--- config.mk ---
export PLATFORM = sky130hd
export DESIGN_NAME = phase_ctl
export DESIGN_NICKNAME = d
export VERILOG_FILES = /design/src/rtl/dab_phase_pkg.sv /design/src/rtl/ff_lut.sv /design/src/rtl/pi_law.sv /design/src/rtl/phase_ctl.sv
export SDC_FILE = /design/constraint.sdc
export NUM_CORES = 1
export LEC_CHECK = 0
export ABC_AREA = 0
export BUFFER_PORTS_ARGS = -buffer_cell sky130_fd_sc_hd__buf_2
export CAP_MARGIN = 10
export CORE_UTILIZATION = 38
export DETAILED_ROUTE_END_ITERATION = 8
export PLACE_DENSITY_LB_ADDON = 0.08
export REMOVE_ABC_BUFFERS = 1
export SLEW_MARGIN = 0
export SYNTH_ARGS = -nofsm -noshare
export SYNTH_HDL_FRONTEND = slang
export SYNTH_SLANG_ARGS = --single-unit
export TNS_END_PERCENT = 30
--- constraint.sdc ---
create_clock -name clk -period 16.3 [get_ports clk]
set_input_delay 2.445 -clock clk [delete_from_list [all_inputs] [get_ports clk]]
set_output_delay 2.445 -clock clk [all_outputs]
set_load 0.005 [all_outputs]
--- src/rtl/dab_phase_pkg.sv ---
package dab_phase_pkg;

    localparam int N_IPTS = 5;
    localparam int N_VPTS = 3;

    // Feedforward magnitude table, phase counts (pi/2 = 8192).
    // Row = voltage breakpoint, column = current breakpoint.
    function automatic int ff_tab(input int vrow, input int icol);
        int key;
        int val;
        key = vrow * N_IPTS + icol;
        case (key)
            0:  val = 0;
            1:  val = 2758;
            2:  val = 8192;
            3:  val = 8192;
            4:  val = 8192;
            5:  val = 0;
            6:  val = 804;
            7:  val = 1707;
            8:  val = 2758;
            9:  val = 4069;
            10: val = 0;
            11: val = 472;
            12: val = 976;
            13: val = 1517;
            14: val = 2106;
            default: val = 0;
        endcase
        return val;
    endfunction

    function automatic int lerp(input int lo, input int hi, input int frac, input int sh);
        return lo + (((hi - lo) * frac) >>> sh);
    endfunction

endpackage

--- src/rtl/ff_lut.sv ---
module ff_lut
    import dab_phase_pkg::*;
#(
    parameter int IREF_W  = 12,
    parameter int VHV_W   = 12,
    parameter int PH_W    = 16,
    parameter int ISEG_SH = 6,
    parameter int VSEG_SH = 9,
    parameter int VBASE   = 256
) (
    input  logic signed [IREF_W-1:0] iref,
    input  logic        [VHV_W-1:0]  vhv,
    input  logic                     ff_en,
    output logic signed [PH_W-1:0]   ff_phase
);
    localparam int IMAG_MAX = ((N_IPTS - 1) << ISEG_SH) - 1;
    localparam int VTOP     = VBASE + ((N_VPTS - 1) << VSEG_SH) - 1;
    localparam int IMASK    = (1 << ISEG_SH) - 1;
    localparam int VMASK    = (1 << VSEG_SH) - 1;

    int  icol_c, ifrac_c, vrow_c, vfrac_c;
    logic neg_c;
    int  row_val [2];
    int  mag_c;

    always_comb begin
        int m;
        int v;
        m = int'(iref);
        neg_c = (m < 0);
        if (m < 0) m = -m;
        if (m > IMAG_MAX) m = IMAG_MAX;
        icol_c  = m >> ISEG_SH;
        ifrac_c = m & IMASK;
        v = int'({1'b0, vhv});
        if (v < VBASE) v = VBASE;
        if (v > VTOP)  v = VTOP;
        v = v - VBASE;
        vrow_c  = v >> VSEG_SH;
        vfrac_c = v & VMASK;
    end

    for (genvar r = 0; r < 2; r++) begin : g_row
        always_comb begin
            row_val[r] = lerp(ff_tab(vrow_c + r, icol_c),
                              ff_tab(vrow_c + r, icol_c + 1),
                              ifrac_c, ISEG_SH);
        end
    end

    always_comb begin
        mag_c = lerp(row_val[0], row_val[1], vfrac_c, VSEG_SH);
        if (!ff_en)
            ff_phase = '0;
        else if (neg_c)
            ff_phase = PH_W'(-mag_c);
        else
            ff_phase = PH_W'(mag_c);
    end

endmodule

--- src/rtl/pi_law.sv ---
module pi_law #(
    parameter int ERR_W   = 13,
    parameter int ACC_W   = 23,
    parameter int OUT_W   = 18,
    parameter int KP      = 92,
    parameter int KI      = 184,
    parameter int FRAC    = 8,
    parameter int INT_LIM = 2097152
) (
    input  logic signed [ERR_W-1:0] err,
    input  logic signed [ACC_W-1:0] integ_q,
    output logic signed [ACC_W-1:0] integ_d,
    output logic signed [OUT_W-1:0] pi_term
);
    always_comb begin
        int acc;
        int prop;
        acc = int'(integ_q) + int'(err) * KI;
        if (acc > INT_LIM)  acc = INT_LIM;
        if (acc < -INT_LIM) acc = -INT_LIM;
        prop    = int'(err) * KP;
        integ_d = ACC_W'(acc);
        pi_term = OUT_W'((prop + acc) >>> FRAC);
    end
endmodule

--- src/rtl/phase_ctl.sv ---
module phase_ctl #(
    parameter int IREF_W    = 12,
    parameter int VHV_W     = 12,
    parameter int PH_W      = 16,
    parameter int HALF_PI   = 8192,
    parameter int KP        = 92,
    parameter int GAIN_FRAC = 8,
    parameter int ISEG_SH   = 6,
    parameter int VSEG_SH   = 9,
    parameter int VBASE     = 256
) (
    input  logic                     clk,
    input  logic                     rst_n,
    input  logic                     sample_valid,
    input  logic                     ff_en,
    input  logic                     cl_en,
    input  logic signed [IREF_W-1:0] iref,
    input  logic signed [IREF_W-1:0] imeas,
    input  logic        [VHV_W-1:0]  vhv,
    output logic                     out_valid,
    output logic signed [PH_W-1:0]   phase_out
);
    localparam int ERR_W   = IREF_W + 1;
    localparam int KI      = 2 * KP;      // ki*Ts = kp*wLPF*Ts = 2*kp
    localparam int INT_LIM = HALF_PI << GAIN_FRAC;
    localparam int ACC_W   = $clog2(HALF_PI) + GAIN_FRAC + 2;
    localparam int OUT_W   = PH_W + 2;
    localparam int OL_PH   = HALF_PI / 2;

    typedef struct packed {
        logic signed [ACC_W-1:0] integ;
        logic signed [PH_W-1:0]  phase;
        logic                    vld;
    } st_t;

    st_t st_d, st_q;

    logic signed [ERR_W-1:0] err;
    logic signed [PH_W-1:0]  ff_term;
    logic signed [ACC_W-1:0] integ_nx;
    logic signed [OUT_W-1:0] pi_term;

    assign err = ERR_W'(iref) - ERR_W'(imeas);

    ff_lut #(
        .IREF_W (IREF_W),
        .VHV_W  (VHV_W),
        .PH_W   (PH_W),
        .ISEG_SH(ISEG_SH),
        .VSEG_SH(VSEG_SH),
        .VBASE  (VBASE)
    ) u_ff (
        .iref    (iref),
        .vhv     (vhv),
        .ff_en   (ff_en),
        .ff_phase(ff_term)
    );

    pi_law #(
        .ERR_W  (ERR_W),
        .ACC_W  (ACC_W),
        .OUT_W  (OUT_W),
        .KP     (KP),
        .KI     (KI),
        .FRAC   (GAIN_FRAC),
        .INT_LIM(INT_LIM)
    ) u_pi (
        .err    (err),
        .integ_q(st_q.integ),
        .integ_d(integ_nx),
        .pi_term(pi_term)
    );

    always_comb begin
        int tot;
        st_d     = st_q;
        st_d.vld = sample_valid;
        tot      = int'(ff_term) + int'(pi_term);
        if (tot > HALF_PI)  tot = HALF_PI;
        if (tot < -HALF_PI) tot = -HALF_PI;
        if (sample_valid) begin
            if (!cl_en) begin
                st_d.integ = '0;
                st_d.phase = PH_W'(OL_PH);
            end else begin
                st_d.integ = integ_nx;
                st_d.phase = PH_W'(tot);
            end
        end
    end

    always_ff @(posedge clk or negedge rst_n) begin
        if (!rst_n) st_q <= '0;
        else        st_q <= st_d;
    end

    assign out_valid = st_q.vld;
    assign phase_out = st_q.phase;

    assert_phase_rail_R10: assert property (@(posedge clk) disable iff (!rst_n)
        (int'(phase_out) <= HALF_PI) && (int'(phase_out) >= -HALF_PI));

    assert_integ_clamp_R9: assert property (@(posedge clk) disable iff (!rst_n)
        (int'(st_q.integ) <= INT_LIM) && (int'(st_q.integ) >= -INT_LIM));

    assert_valid_latency_R2: assert property (@(posedge clk) disable iff (!rst_n)
        sample_valid |=> out_valid);

    assert_no_spurious_valid_R2: assert property (@(posedge clk) disable iff (!rst_n)
        !sample_valid |=> !out_valid);

    assert_hold_between_R11: assert property (@(posedge clk) disable iff (!rst_n)
        !sample_valid |=> ($stable(phase_out) && $stable(st_q.integ)));

    assert_open_loop_R3: assert property (@(posedge clk) disable iff (!rst_n)
        (sample_valid && !cl_en) |=> ((int'(phase_out) == OL_PH) && (st_q.integ == '0)));

    assert_ff_gated_R4: assert property (@(posedge clk) disable iff (!rst_n)
        !ff_en |-> (ff_term == '0));

endmodule

==> results.sh, run 1 <==
export IMPL_status="finished with violations"
export IMPL_violations="negative setup slack"
export IMPL_finalCriticalPeriod_ns=24.80
export IMPL_cp_data_required_time_ns=16.46
export IMPL_cp_start_kind="primary input"
export IMPL_arrival_ns=24.96
export IMPL_max_vdd_ir_drop_uv=450
export IMPL_grt_use_total=0.241
export IMPL_core_sq_um=88900
export IMPL_final_util=0.520
export IMPL_rows=109
export IMPL_synth_area_per_cell_sq_um=7.79
export IMPL_fin_crit_sh=1.52
export IMPL_multi_input_area_sq_um=32100
export IMPL_die_w_microns=303
export IMPL_fillCellCount=8736
export IMPL_avgViaCountPerCell=5.01
export IMPL_cts_tree="built"
export IMPL_hpwl_microns=95800
export IMPL_setup_ws_ns=-8.50
export IMPL_initial_core_util=0.386
export IMPL_fin_nets=6546
export IMPL_yosys_area_top_type_share=0.220
export IMPL_holdWs_ns=0.485
export IMPL_totalWireLength_microns=110000
export IMPL_ys_types=114
export IMPL_max_stage_delay_ns=0.60
export IMPL_fmax_ghz=0.0403
export IMPL_synth_edf_count=0
export IMPL_antenna_found_initial=1
export IMPL_clockBufferDepth=2
export IMPL_postRouteAntennaNets=0
export IMPL_yosysTopAreaCell="fa_1"
export IMPL_area_growth_pct=34.7
export IMPL_worst_pin_slew_ns=1.00
export IMPL_insertion_delay_ns=0.29
export IMPL_drive_gt1_frac=0.269
export IMPL_ctsHoldBuffers=0
export IMPL_final_setup_viol_count=16
export IMPL_grt_max_degree=39
export IMPL_cts_root_buf="clkbuf_16"
export IMPL_drt_wirelength_per_cell_microns=16.2
export IMPL_synth_main_ff_cell="dfrtp_1"
export IMPL_timing_slew_headroom=0.329
export IMPL_crit_path_start="vhv[11]"
export IMPL_pwr_density_cell_nw_per_um2=179
export IMPL_drc=0
export IMPL_slowest_stage="fa_1"
export IMPL_tns_ns=-135.07
export IMPL_clkSlewWorstSetupHoldPaths_ns=0.06
export IMPL_cts_sinks=38
export IMPL_htreeDepth=2
export IMPL_drv_cap=0
export IMPL_synthCells=4412
export IMPL_die_h_microns=303
export IMPL_first_iter_violations=1895
export IMPL_die_area_sq_um=91600
export IMPL_vias=33878
export IMPL_cp_end_kind="register"
export IMPL_skew_ns=0.00498
export IMPL_port_buffers=57
export IMPL_critPathMostFrequentCell="fa_1"
export IMPL_numCtsBuffers=5
export IMPL_critPathMaxFanout=8
export IMPL_critical_path_class="in2reg"
export IMPL_regArea_sq_um=951
export IMPL_grt_pass1_wl_microns=179000
export IMPL_finalHoldViolCount=0
export IMPL_ys_ff_latch=38
export IMPL_grt_pass1_vias=34151
export IMPL_ys_seq_area_frac=0.0277
export IMPL_final_max_slew_viol_count=0
export IMPL_leakage_nw=24.7
export IMPL_rsz0062_at_grt="true"
export IMPL_ios=58
export IMPL_async_flop_share=1.00
export IMPL_first_pass_iters=6
export IMPL_syn_area_sq_um=34400
export IMPL_hold_class="reg2reg"
export IMPL_regToRegStartpoint="st_q[20]"
export IMPL_grt_overflow=0
export IMPL_min_delay_start="phase_out[6]"
export IMPL_synthTopCellsByArea="fa_1 22%, ha_1 19%, inv_1 7.6%"
export IMPL_gp_congestion=0.937
export IMPL_pre_cts_ws_ns=-10.56
export IMPL_ys_warn_count=0
-- stage by stage --
stage | cells | cell area [sq um] | power (W)
after floorplan | 4383 | 34200 | 0.00455
after global placement | 6686 | 44100 | 0.00797
after detailed placement | 6686 | 44100 | 0.00798
after CTS | 6748 | 45600 | 0.00823
after global routing | 6759 | 46300 | 0.00913
final | 6760 | 46300 | 0.00828
-- worst max-delay path: cells and delay by family --
| kind | cells | cell delay (ns) |
|---|---|---|
| AND/OR/NAND/NOR | 25 | 3.50 |
| AO/OA/AOI/OAI | 39 | 6.92 |
| adder cells (fa/ha/maj) | 22 | 8.08 |
| XOR/XNOR | 11 | 1.89 |
| buffers and inverters | 18 | 2.12 |
-- metal layers --
| metal | track usage | routed length, microns | up-vias | share of wire |
|---|---|---|---|---|
| li1 | - | - | 17124 | - |
| met1 | 0.352 | 54400 | 16163 | 0.50 |
| met2 | 0.405 | 50600 | 503 | 0.46 |
| met3 | 0.00680 | 3050 | 88 | 0.028 |
| met4 | 0.0311 | 1770 | 0 | 0.016 |
| met5 | 0 | 0 | - | 0 |
-- what timing repair did --
item,4_1_cts,5_1_grt
pin swaps,176,119
cloned,1,0
setup endpoints to repair,16,16
buffers inserted,53,13
gates resized for setup,180,117
-- power breakdown --
part	switching, W	internal (W)	total (W)
Combinational	0.00419	0.00384	0.00803
Sequential	0.0000196	0.000125	0.000144
Clock	0.0000405	0.0000606	0.000101
Total	0.00425	0.00403	0.00828
-- logic make-up after synthesis --
kind of cell / Yosys count / synth area share
simple gates: 1326 / 0.186
compound gates: 958 / 0.187
fa+ha+maj: 918 / 0.417
buf+inv: 825 / 0.0924
xor+xnor: 321 / 0.0839
flops: 38 / 0.0277
mux: 24 / 0.00717
other cells: 2 / 0.000219
-- cell usage after synthesis, types with 38 or more instances --
master / number
nor2_1: 464
and2_1: 45
o21a_1: 53
o21bai_1: 50
nor2b_1: 61
dfrtp_1: 38
ha_1: 534
xor2_1: 98
nand2_1: 300
inv_1: 692
nand4_1: 39
xnor2_1: 217
nor3_1: 85
nand3_1: 55
clkbuf_1: 102
fa_1: 378
and3_1: 41
o21ai_0: 156
a21oi_1: 267
a21o_1: 94
nand2b_1: 97
-- final timing paths --
path                       slack, ns  cells past startpoint             to
setup / recovery               -8.50                    115   phase_out[0]
hold / removal                  0.49                      1   phase_out[6]
setup reg to reg                6.87                     44   phase_out[0]
hold reg to reg                 0.49                      1   phase_out[6]
max in group asynchronous      13.47                      1  phase_out[12]
min in group asynchronous       2.28                      1  phase_out[14]
-- sequential cells by signal, indices dropped and copies added, names as in the netlist --
name and cells:
st_q 21, phase_out 16, out_valid 1
-- cell type report --
cell class	count	area share
flip-flops and latches	38	0.0206
well taps	1165	0.0315
clock buffers	6	0.00300
clock inverters	2	0.000270
repair buffers	1203	0.194
multi-input cells	3653	0.694
diodes	1	0.0000541
inverters	692	0.0561
-- placed cells by master (no fill, tap or decap), types with 20 or more instances in the layout --
| cell type | n |
|---|---|
| or3_1 | 30 |
| nand2b_1 | 95 |
| a21oi_1 | 237 |
| ha_1 | 499 |
| nand3_1 | 53 |
| xnor2_1 | 198 |
| a21o_1 | 94 |
| nor2_1 | 442 |
| and3_1 | 34 |
| conb_1 | 106 |
| nor4_1 | 20 |
| xor2_1 | 92 |
| o21a_1 | 53 |
| o21ai_1 | 27 |
| dfrtp_1 | 38 |
| buf_4 | 1132 |
| nand2_1 | 291 |
| buf_2 | 55 |
| nand4_1 | 39 |
| and2_1 | 43 |
| fa_1 | 373 |
| nor3_1 | 76 |
| o21bai_1 | 46 |
| a31oi_1 | 31 |
| a21oi_2 | 32 |
| a211oi_1 | 21 |
| o21ai_0 | 135 |
| nor2b_1 | 55 |
| inv_1 | 682 |
| ha_4 | 30 |
| o211ai_1 | 34 |
Power figures use the tool's default switching activity.
==> run 2: changes to the inputs <==
--- a/config.mk
+++ b/config.mk
@@ -8,6 +8,7 @@
 export ABC_AREA = 0
 export BUFFER_PORTS_ARGS = -buffer_cell sky130_fd_sc_hd__buf_2
 export CAP_MARGIN = 10
+export CORE_ASPECT_RATIO = 0.7
 export CORE_UTILIZATION = 38
 export DETAILED_ROUTE_END_ITERATION = 8
 export PLACE_DENSITY_LB_ADDON = 0.08
==> run 2 against run 1 <==
Compared with the run above: the flow still finishes with violations (negative setup slack); largest power group unchanged; critical path type unchanged; sequential power hardly changed; combinational power is 2% higher; first-iteration DRC count is 19% higher.
==> results.sh, run 2 (synthesis gave the netlist of run 1 again) <==
export IMPL_grt_overflow=0
export IMPL_gp_congestion=0.928
export IMPL_final_util=0.521
export IMPL_final_area_sq_um=46200
export IMPL_slowest_stage="fa_1"
export IMPL_tns_ns=-137.79
export IMPL_hpwl_microns=98700
export IMPL_postRouteAntennaNets=0
export IMPL_clkSlewWorstSetupHoldPaths_ns=0.06
export IMPL_cp_data_required_time_ns=16.51
export IMPL_totalWireLength_microns=114000
export IMPL_leakage_nw=24.6
export IMPL_fin_crit_sh=1.53
export IMPL_antenna_found_initial=2
export IMPL_cp_end_kind="register"
export IMPL_cp_start_kind="primary input"
export IMPL_final_common_cell="buf_4"
export IMPL_critical_path_class="in2reg"
export IMPL_worst_pin_slew_ns=1.05
export IMPL_first_pass_iters=7
export IMPL_port_buffers=57
export IMPL_final_setup_viol_count=16
export IMPL_ios=58
export IMPL_fillCellCount=8631
export IMPL_grt_pass1_wl_microns=182000
export IMPL_antenna_cells=0
export IMPL_grt_pass1_vias=32830
export IMPL_rows=91
export IMPL_cts_sinks=38
export IMPL_initial_core_util=0.387
export IMPL_rsz0062_at_grt="true"
export IMPL_drt_wirelength_per_cell_microns=16.9
export IMPL_die_h_microns=254
export IMPL_critPathMostFrequentCell="fa_1"
export IMPL_first_iter_violations=2253
export IMPL_insertion_delay_ns=0.29
export IMPL_fin_nets=6542
export IMPL_timing_slew_headroom=0.295
export IMPL_vias=33915
export IMPL_finalHoldViolCount=0
export IMPL_setup_ws_ns=-8.66
export IMPL_pwr_density_cell_nw_per_um2=183
export IMPL_critPathMaxFanout=8
export IMPL_numCtsBuffers=5
export IMPL_htreeDepth=2
export IMPL_cts_root_buf="clkbuf_16"
export IMPL_avgViaCountPerCell=5.02
export IMPL_fmax_ghz=0.0401
export IMPL_drc=0
export IMPL_finalCriticalPeriod_ns=24.96
export IMPL_power_w=0.00845
export IMPL_drv_cap=0
export IMPL_grt_use_total=0.248
export IMPL_area_growth_pct=34.6
export IMPL_hold_class="reg2reg"
export IMPL_holdWs_ns=0.484
export IMPL_skew_ns=0.00592
export IMPL_placed_cell_area_sq_um=44000
export IMPL_final_cell_mix="1,127 x buf_4, 679 x inv_1, 501 x ha_1"
export IMPL_max_vdd_ir_drop_uv=553
export IMPL_status="finished with violations"
export IMPL_die_w_microns=361
export IMPL_die_area_sq_um=91600
export IMPL_arrival_ns=25.18
export IMPL_top_register="st_q"
export IMPL_largest_reg_flops=21
export IMPL_max_stage_delay_ns=0.58
export IMPL_ctsHoldBuffers=0
export IMPL_grt_max_degree=39
export IMPL_cts_tree="built"
export IMPL_drive_gt1_frac=0.267
export IMPL_clockBufferDepth=2
export IMPL_violations="negative setup slack"
export IMPL_final_max_slew_viol_count=0
export IMPL_core_sq_um=88800
run 2: cell types whose count changed in the layout (fill, tap and decap cells not counted), moves of 4 or more:
cell / previous run / this run
xnor2_2: 19 / 12
a21oi_2: 32 / 27
buf_4: 1132 / 1127
o2bb2ai_1: 9 / 4
o21ai_1: 27 / 31
o21ai_2: 11 / 7
o2bb2ai_2: 3 / 7
xnor2_4: 1 / 5
run 2: stage by stage:
| stage | instances | setup slack [ns] |
|---|---|---|
| 6_report | 6752 | -8.66 |
| 4_1_cts | 6735 | -8.73 |
| 2_1_floorplan | 4383 | -10.34 |
| 5_1_grt | 6752 | -9.71 |
| 3_5_place_dp | 6672 | -11.06 |
| 3_3_place_gp | 6672 | -10.55 |
run 2: report_power, final:
| part | internal (W) | total, W | switching (W) |
|---|---|---|---|
| clock | 0.0000724 | 0.000113 | 0.0000403 |
| combinational | 0.00381 | 0.00820 | 0.00438 |
| sequential | 0.000125 | 0.000145 | 0.0000206 |
| total | 0.00401 | 0.00845 | 0.00444 |
run 2: area by class of cell:
cell class	count	area (sq um)	share of cell area
clock inverter	1	30.0	0.000649
sequential	38	951	0.0206
timing repair buffer	1199	8950	0.194
tap	1162	1450	0.0314
clock buffer	7	133	0.00287
multi-input combinational	3653	32100	0.695
inverter	692	2600	0.0562
run 2: worst paths after layout:
check,from,end,slack (ns),cells after the start
max reg2reg,st_q[20],phase_out[4],6.74,42
min in group asynchronous,rst_n,st_q[25],2.27,1
max,vhv[11],phase_out[4],-8.66,109
min reg2reg,phase_out[1],phase_out[1],0.48,1
min,phase_out[1],phase_out[1],0.48,1
max in group asynchronous,rst_n,st_q[31],13.46,1
run 2: what timing repair did:
| item | in CTS | in global routing |
|---|---|---|
| setup buffers | 55 | 19 |
| pin swaps | 167 | 142 |
| endpoints found under the setup margin | 16 | 16 |
| resized for setup | 178 | 121 |
run 2: metal layers:
layer / vias to the layer above / share of wire / GRT usage
met3: 39 / 0.063 / 0.0369
met1: 16039 / 0.54 / 0.405
li1: 17134 / - / -
met4: 0 / 0.0057 / 0.0161
met5: - / 0 / 0
met2: 703 / 0.39 / 0.347
run 2: critical path, delay by kind of cell:
family,cells,cell delay (ns)
buf+inv,9,1.07
simple gates,34,6.33
fa+ha+maj,21,7.67
xor+xnor,11,1.85
compound gates,34,5.77
